### src/rtl/adc_regif_pkg.sv
package adc_regif_pkg;

  localparam int SLOTS = 2;

  localparam logic [7:0] OFS_CHCTL  = 8'h00;
  localparam logic [7:0] OFS_STAT   = 8'h08;
  localparam logic [7:0] OFS_RES    = 8'h0C;
  localparam logic [7:0] OFS_CFG    = 8'h14;
  localparam logic [7:0] OFS_GCTL   = 8'h18;
  localparam logic [7:0] OFS_GSTAT  = 8'h1C;
  localparam logic [7:0] OFS_LAST   = 8'h30;

  localparam int IE_BIT   = 7;
  localparam int CONT_BIT = 6;
  localparam int CAL_BIT  = 7;
  localparam int OVW_BIT  = 16;
  localparam int DONE_BIT = 0;
  localparam int BUSY_BIT = 0;
  localparam int FAIL_BIT = 1;
  localparam int CFG_W    = OVW_BIT + 1;

  typedef enum logic [1:0] {
    ENG_IDLE = 2'd0,
    ENG_CONV = 2'd1,
    ENG_CAL  = 2'd2
  } eng_state_t;

  typedef struct packed {
    logic [SLOTS-1:0] chctl;
    logic             stat;
    logic [SLOTS-1:0] res;
    logic             cfg;
    logic             gctl;
    logic             gstat;
    logic             spare;
  } reg_sel_t;

endpackage

### src/rtl/adc_regif_decode.sv
module adc_regif_decode
  import adc_regif_pkg::*;
#(
  parameter int ADDR_W = 8
) (
  input  logic [ADDR_W-1:0] addr,
  output reg_sel_t          sel,
  output logic              err
);

  logic aligned;
  logic in_range;

  always_comb begin
    aligned  = (addr[1:0] == 2'b00);
    in_range = (addr <= ADDR_W'(OFS_LAST));
    err      = !(aligned && in_range);
    sel      = '0;
    if (!err) begin
      for (int i = 0; i < SLOTS; i++) begin
        if (addr == ADDR_W'(OFS_CHCTL) + ADDR_W'(4 * i)) sel.chctl[i] = 1'b1;
        if (addr == ADDR_W'(OFS_RES)   + ADDR_W'(4 * i)) sel.res[i]   = 1'b1;
      end
      if (addr == ADDR_W'(OFS_STAT))  sel.stat  = 1'b1;
      if (addr == ADDR_W'(OFS_CFG))   sel.cfg   = 1'b1;
      if (addr == ADDR_W'(OFS_GCTL))  sel.gctl  = 1'b1;
      if (addr == ADDR_W'(OFS_GSTAT)) sel.gstat = 1'b1;
      if (sel == '0) sel.spare = 1'b1;
    end
  end

endmodule

### src/rtl/adc_regif_engine.sv
module adc_regif_engine
  import adc_regif_pkg::*;
#(
  parameter int CHAN_W = 5
) (
  input  logic              clk,
  input  logic              rst_n,
  input  logic              start,
  input  logic              stop,
  input  logic [CHAN_W-1:0] chan_in,
  input  logic              cal_go,
  input  logic              cont,
  input  logic              conv_ack,
  input  logic              cal_ack,
  output logic              conv_req,
  output logic [CHAN_W-1:0] conv_chan,
  output logic              cal_req,
  output logic              sample_valid,
  output logic              cal_done
);

  eng_state_t        state_q, state_d;
  logic [CHAN_W-1:0] chan_q, chan_d;

  assign conv_req     = (state_q == ENG_CONV);
  assign cal_req      = (state_q == ENG_CAL);
  assign conv_chan    = chan_q;
  assign sample_valid = conv_req && conv_ack;
  assign cal_done     = cal_req && cal_ack;

  always_comb begin
    state_d = state_q;
    chan_d  = chan_q;
    unique case (state_q)
      ENG_IDLE: begin
        if (cal_go) begin
          state_d = ENG_CAL;
        end else if (start) begin
          state_d = ENG_CONV;
          chan_d  = chan_in;
        end
      end
      ENG_CONV: begin
        if (cal_go) begin
          state_d = ENG_CAL;
        end else if (stop) begin
          state_d = ENG_IDLE;
        end else if (start) begin
          chan_d  = chan_in;
        end else if (conv_ack && !cont) begin
          state_d = ENG_IDLE;
        end
      end
      ENG_CAL: begin
        if (cal_ack) state_d = ENG_IDLE;
      end
      default: state_d = ENG_IDLE;
    endcase
  end

  always_ff @(posedge clk or negedge rst_n) begin
    if (!rst_n) begin
      state_q <= ENG_IDLE;
      chan_q  <= '1;
    end else begin
      state_q <= state_d;
      chan_q  <= chan_d;
    end
  end

endmodule

### src/rtl/adc_regif_result.sv
module adc_regif_result #(
  parameter int CODE_W = 12
) (
  input  logic              clk,
  input  logic              rst_n,
  input  logic              sample_valid,
  input  logic [CODE_W-1:0] sample_code,
  input  logic              cal_done,
  input  logic              rd_clear,
  input  logic              ovw_en,
  output logic              done,
  output logic [CODE_W-1:0] code
);

  logic              done_d;
  logic [CODE_W-1:0] code_d;
  logic              latch_en;

  always_comb begin
    latch_en = sample_valid && (!done || ovw_en || rd_clear);
    code_d   = latch_en ? sample_code : code;
    if (sample_valid || cal_done) done_d = 1'b1;
    else if (rd_clear)            done_d = 1'b0;
    else                          done_d = done;
  end

  always_ff @(posedge clk or negedge rst_n) begin
    if (!rst_n) begin
      done <= 1'b0;
      code <= '0;
    end else begin
      done <= done_d;
      if (latch_en) code <= code_d;
    end
  end

endmodule

### src/rtl/adc_regif.sv
module adc_regif
  import adc_regif_pkg::*;
#(
  parameter int ADDR_W = 8,
  parameter int DATA_W = 32,
  parameter int CHAN_W = 5,
  parameter int CODE_W = 12
) (
  input  logic              clk,
  input  logic              rst_n,
  input  logic              req_valid,
  input  logic              req_write,
  input  logic [ADDR_W-1:0] req_addr,
  input  logic [DATA_W-1:0] req_wdata,
  output logic              rsp_valid,
  output logic [DATA_W-1:0] rsp_rdata,
  output logic              rsp_err,
  output logic              conv_req,
  output logic [CHAN_W-1:0] conv_chan,
  input  logic              conv_ack,
  input  logic [CODE_W-1:0] conv_code,
  output logic              cal_req,
  input  logic              cal_ack,
  input  logic              cal_fail,
  output logic              irq
);

  localparam logic [CHAN_W-1:0] STOP_CODE = '1;

  reg_sel_t          sel;
  logic              addr_err;
  logic              wr_en;
  logic              rd_en;
  logic              start_w;
  logic              stop_w;
  logic              cal_go;
  logic              rd_clear_w;
  logic              sample_valid;
  logic              cal_done;
  logic              done_w;
  logic [CODE_W-1:0] res_code_w;

  logic [CHAN_W-1:0] chan_q [SLOTS];
  logic              ie_q   [SLOTS];
  logic [CFG_W-1:0]  cfg_q,  cfg_d;
  logic              cont_q, cont_d;
  logic              cal_q,  cal_d;
  logic              fail_q, fail_d;
  logic [DATA_W-1:0] rdata_d;

  adc_regif_decode #(.ADDR_W(ADDR_W)) u_decode (
    .addr (req_addr),
    .sel  (sel),
    .err  (addr_err)
  );

  assign wr_en      = req_valid && req_write && !addr_err;
  assign rd_en      = req_valid && !req_write;
  assign start_w    = wr_en && sel.chctl[0] && (req_wdata[CHAN_W-1:0] != STOP_CODE);
  assign stop_w     = wr_en && sel.chctl[0] && (req_wdata[CHAN_W-1:0] == STOP_CODE);
  assign cal_go     = wr_en && sel.gctl && req_wdata[CAL_BIT];
  assign rd_clear_w = rd_en && !addr_err && sel.res[0];

  adc_regif_engine #(.CHAN_W(CHAN_W)) u_engine (
    .clk          (clk),
    .rst_n        (rst_n),
    .start        (start_w),
    .stop         (stop_w),
    .chan_in      (req_wdata[CHAN_W-1:0]),
    .cal_go       (cal_go),
    .cont         (cont_q),
    .conv_ack     (conv_ack),
    .cal_ack      (cal_ack),
    .conv_req     (conv_req),
    .conv_chan    (conv_chan),
    .cal_req      (cal_req),
    .sample_valid (sample_valid),
    .cal_done     (cal_done)
  );

  adc_regif_result #(.CODE_W(CODE_W)) u_result (
    .clk          (clk),
    .rst_n        (rst_n),
    .sample_valid (sample_valid),
    .sample_code  (conv_code),
    .cal_done     (cal_done),
    .rd_clear     (rd_clear_w),
    .ovw_en       (cfg_q[OVW_BIT]),
    .done         (done_w),
    .code         (res_code_w)
  );

  // channel control slots
  for (genvar s = 0; s < SLOTS; s++) begin : g_slot
    logic              wr_slot;
    logic [CHAN_W-1:0] chan_d;
    logic              ie_d;

    always_comb begin
      wr_slot = wr_en && sel.chctl[s];
      chan_d  = wr_slot ? req_wdata[CHAN_W-1:0] : chan_q[s];
      ie_d    = wr_slot ? req_wdata[IE_BIT]     : ie_q[s];
    end

    always_ff @(posedge clk or negedge rst_n) begin
      if (!rst_n) begin
        chan_q[s] <= STOP_CODE;
        ie_q[s]   <= 1'b0;
      end else if (wr_slot) begin
        chan_q[s] <= chan_d;
        ie_q[s]   <= ie_d;
      end
    end
  end

  // configuration and general control next state
  always_comb begin
    cfg_d  = (wr_en && sel.cfg)  ? req_wdata[CFG_W-1:0] : cfg_q;
    cont_d = (wr_en && sel.gctl) ? req_wdata[CONT_BIT]  : cont_q;
    if (cal_done)    cal_d = 1'b0;
    else if (cal_go) cal_d = 1'b1;
    else             cal_d = cal_q;
    fail_d = cal_done ? cal_fail : fail_q;
  end

  always_ff @(posedge clk or negedge rst_n) begin
    if (!rst_n) begin
      cfg_q  <= '0;
      cont_q <= 1'b0;
      cal_q  <= 1'b0;
      fail_q <= 1'b0;
    end else begin
      cfg_q  <= cfg_d;
      cont_q <= cont_d;
      cal_q  <= cal_d;
      fail_q <= fail_d;
    end
  end

  // read mux
  always_comb begin
    rdata_d = '0;
    for (int i = 0; i < SLOTS; i++) begin
      if (sel.chctl[i]) begin
        rdata_d[CHAN_W-1:0] = chan_q[i];
        rdata_d[IE_BIT]     = ie_q[i];
      end
    end
    if (sel.stat)   rdata_d[DONE_BIT]     = done_w;
    if (sel.res[0]) rdata_d[CODE_W-1:0]   = res_code_w;
    if (sel.cfg)    rdata_d[CFG_W-1:0]    = cfg_q;
    if (sel.gctl) begin
      rdata_d[CONT_BIT] = cont_q;
      rdata_d[CAL_BIT]  = cal_q;
    end
    if (sel.gstat) begin
      rdata_d[BUSY_BIT] = cal_req;
      rdata_d[FAIL_BIT] = fail_q;
    end
  end

  always_ff @(posedge clk or negedge rst_n) begin
    if (!rst_n) begin
      rsp_valid <= 1'b0;
      rsp_rdata <= '0;
      rsp_err   <= 1'b0;
    end else begin
      rsp_valid <= rd_en;
      rsp_err   <= req_valid && addr_err;
      if (rd_en) rsp_rdata <= addr_err ? '0 : rdata_d;
    end
  end

  assign irq = ie_q[0] && done_w;

endmodule

### config.mk
export PLATFORM = sky130hd
export DESIGN_NAME = adc_regif
export DESIGN_NICKNAME = d
export VERILOG_FILES = /design/src/rtl/adc_regif_pkg.sv /design/src/rtl/adc_regif_decode.sv /design/src/rtl/adc_regif_engine.sv /design/src/rtl/adc_regif_result.sv /design/src/rtl/adc_regif.sv
export SDC_FILE = /design/constraint.sdc
export NUM_CORES = 1
export LEC_CHECK = 0
export BUFFER_PORTS_ARGS = -buffer_cell sky130_fd_sc_hd__buf_2
export CAP_MARGIN = 20
export CORE_AREA = 10 10 107 90
export CTS_CLUSTER_SIZE = 8
export DETAILED_ROUTE_END_ITERATION = 7
export DIE_AREA = 0 0 117 100
export PLACE_DENSITY = 0.78
export SLEW_MARGIN = 10
export SYNTH_ARGS = -nofsm -noshare
export SYNTH_HDL_FRONTEND = slang
export SYNTH_SLANG_ARGS = --single-unit
### constraint.sdc
create_clock -name clk -period 1.5 [get_ports clk]
set_input_delay 0.225 -clock clk [delete_from_list [all_inputs] [get_ports clk]]
set_output_delay 0.225 -clock clk [all_outputs]
set_load 0.03 [all_outputs]
==> metrics.csv <==
stage;metric;value;unit
synthesis;EDFF count, synth;0;
drt;wire length per cell;18.5;µm
layout;post-route insts no fill;506;
synthesis;XOR/XNOR share of the synthesized area;0;%
synthesis;synthesized area;0.00334;mm²
clocking;level count of the clock H-tree;3;
pwr;Peak VDD IR;0.522;mV
clocking;CTS tree;yes;
global_route;initial antenna violation count;0;
floorplanning;die height;100;µm
worst_setup_path;CP max FO;5;
synthesis;Avg Cell Area, Syn;11.4;µm²
sta;Final Cycle Share;115;%
sta;final hold vios;0;
layout;ANT cells;0;
pwr;LEAKAGE;2.24;nW
drt;DR iter-0 viols;179;
clocking;CTS sink count;71;
worst_setup_path;CP Capture Point;u_engine.conv_chan[3];
worst_setup_path;Worst setup EP type;register;
sta;RSZ-0062 raised after global routing;true;
floorplanning;die extent in x;117;µm
worst_setup_path;CP cell instances;buf_6 -> or4_4 -> nor4_4 -> or3b_4 -> mux2_4;
synthesis;cell count after synthesis;292;
placement;dpl hpwl;6700;µm
placement;Placed Instances;481;
synthesis;area leader, netlist;dfrtp_1;
sta;fmax;581;MHz
global_route;All-Layer GR Usage;16.0;%
synthesis;synth warn;0;
clocking;Max Root-Sink Buffers;2;
sta;skew final;0.00893;ns
worst_setup_path;cell count along the critical path;5;
worst_setup_path;CP max-delay cell;or4_4;
drt;Vias;2663;
pwr;pwr/cell area;886;mW/mm²
synthesis;most common cell in the synthesized netlist;dfrtp_1;
layout;share of cells above drive strength 1;51.8;%
synthesis;largest family of logic cells by synthesized area;multiplexers;
worst_setup_path;cell family with most CP delay;simple AND/OR/NAND/NOR gates;
global_route;largest net degree at the start of global routing;72;
worst_setup_path;R2R setup slack;0.06;ns
layout;Fillers;620;
synthesis;Synth Area in Simple Gates;13.4;%
worst_setup_path;reg-to-reg critical path endpoint;u_result.code[11];
layout;multi-input logic area;0.00161;mm²
global_route;gr ovfl total;0;
layout;Nets;467;
sta;minimum clock period;1.72;ns
sta;Pins Over Slew Limit;0;
worst_setup_path;crit path buf inv count;1;
floorplanning;die area;0.0117;mm²
drt;Vias per Instance;5.26;
synthesis;Synth Register Bits;71;
worst_setup_path;reg2reg start;u_engine.state_q[0];
synthesis;complex-gate fraction of the synthesized area;9.37;%
placement;Place WS;-0.697;ns
floorplanning;core area;0.00762;mm²
status;failing checks;setup timing;
worst_hold_path;hold path start;cal_ack;
global_route;number of global-route vias before repair;2880;
synthesis;synth cell count leaders;dfrtp_1 (56), mux2_2 (43), nand2_1 (24);
drt;Final ANT Viol Nets;0;
sta;final worst setup slack;-0.220;ns
synthesis;Synth top area share;42.0;%
floorplanning;row count;29;
worst_setup_path;FF-to-FF path depth;5;
placement;Cell Area, Placed;0.00413;mm²
sta;final setup vio count;28;
synthesis;sequential fraction of the synthesis area;53.8;%
placement;RePlAce Congestion;0.825;
worst_setup_path;Setup crit start kind;input port;
worst_setup_path;Critical Path AT;2.01;ns
clocking;clk_lat worst skew;0.36;ns
synthesis;fraction of registers with async set/reset;100;%
worst_hold_path;Worst Hold Class;input port to register;
drt;Routed WL;9370;µm
status;status;finished, violations left;
synthesis;top cells by area, synth;dfrtp_1 (42%), mux2_2 (14%), dfstp_2 (12%);
floorplanning;io pins;101;
layout;Area growth, synth to finish;38.7;%
worst_setup_path;Required @ worst endpoint;1.79;ns
synthesis;post-synth cell types;45;
drt;drt pass-1 iters;4;
synthesis;main flop type after synthesis;dfrtp_1;
clocking;Num CTS Buffers;9;
synthesis;mux contribution to synthesized area;16.3;%
placement;IO buf count;70;
drt;DRC viols;0;
synthesis;adder-cell share of the synthesized area;0;%
global_route;first-pass GRT wire length;14700;µm
worst_setup_path;Crit. Startpoint;req_addr[1];
clocking;root buffer cell;clkbuf_8;
layout;FF+latch area;0.00180;mm²
run;max-cap viol count;0;
worst_setup_path;critical path class;input port to register;
floorplanning;Initial Util;43.8;%
clocking;Worst-path clk slew;0.08;ns
worst_setup_path;max incr delay on CP;0.55;ns
layout;fin area;0.00463;mm²
[stage by stage]
| stage | hold slack (ns) | utilization, % | power [W] | setup TNS, ns |
|---|---|---|---|---|
| finish | 0.0765 | 60.8 | 0.00411 | -1.54 |
| global placement | 0.276 | 54.2 | 0.00239 | -26.67 |
| floorplan | -0.0706 | - | 0.00222 | -15.36 |
| CTS | 0.0715 | 59.8 | 0.00412 | -1.71 |
| global route | 0.0855 | 60.8 | 0.00423 | -3.33 |
| detailed placement | 0.280 | 54.2 | 0.00240 | -29.09 |
[what timing repair did]
item / 4_1_cts / 5_1_grt
cloned: 0 / 0
endpoints found under the hold margin: 56 / 0
setup endpoints to repair: 49 / 59
pin swaps: 4 / 4
buffers inserted: 6 / 2
hold buffers: 1 / 0
gates resized for setup: 32 / 17
[sequential cells by signal, summed over array words and instances (netlist names)]
register            flops
cal_q                   1
cfg_q                  17
chan_q                 10
cont_q                  1
fail_q                  1
ie_q                    2
rsp_err                 1
rsp_rdata              17
rsp_valid               1
u_engine.conv_chan      5
u_engine.state_q        2
u_result.code          12
u_result.done           1
[kinds of logic (layout without fill, tap and decap cells)]
logic type / count (synthesis) / in the layout
AOI/OAI and AO/OA: 49 / 49
buffers and inverters: 45 / 152
DFF: 71 / 71
muxes: 47 / 47
other: 1 / 15
and+or+nand+nor: 79 / 79
[worst reg2reg max path, delay by kind of cell (launching register included)]
family                 cells  cell delay, ns
flip-flops                 1            0.37
multiplexers               1            0.32
AND/OR/NAND/NOR            2            0.27
AO/OA/AOI/OAI              1            0.19
buffers and inverters      1            0.18
[worst min-delay path by stage]
stage	end	depth (start not counted)
5_1_grt	u_engine.state_q[1]	2
3_5_place_dp	cfg_q[2]	2
4_1_cts	u_engine.state_q[1]	2
2_1_floorplan	cal_q	0
6_report	u_engine.state_q[1]	2
3_3_place_gp	cfg_q[2]	2
[final cells by class]
type                       instances  share of cell area (%)
clock inverter                     3                   0.999
inverter                          16                    1.30
tap                               93                    2.51
multi-input combinational        190                    34.8
timing repair buffer             120                    17.7
sequential                        71                    38.8
clock buffer                      13                    3.92
[cell usage in the layout (no fill, tap or decap), types with 2 or more instances in the layout]
cell type / count
buf_8: 3
dfstp_2: 15
o21ai_0: 12
nand4bb_1: 2
o31ai_1: 2
nor3_1: 5
dfrtp_1: 56
mux2_2: 8
o221ai_1: 3
buf_2: 68
nor2_1: 12
and2_1: 2
clkbuf_16: 2
nor3_4: 2
nand2b_1: 5
a22oi_1: 5
nand2_1: 23
nor4_4: 3
clkbuf_8: 9
buf_4: 33
a32o_1: 3
o22ai_1: 2
conb_1: 15
inv_1: 16
nand3_1: 3
a21oi_1: 12
buf_6: 14
nand3b_1: 5
clkbuf_1: 2
mux2_4: 39
[routing by layer]
metal / share of wire (%) / routed length, µm / track usage (%)
met1: 41 / 3850 / 18.7
met2: 48 / 4470 / 26.3
met3: 9.8 / 915 / 6.44
met4: 1.4 / 133 / 5.03
met5: 0 / 0 / 0
[where the power goes]
group	internal, W	switching [W]	leakage [nW]	total, W
combinational	0.000164	0.000253	1.21	0.000417
sequential	0.00195	0.0000233	0.924	0.00197
clock	0.000975	0.000740	0.110	0.00171
total	0.00309	0.00102	2.24	0.00411
Power figures use the tool's default switching activity.
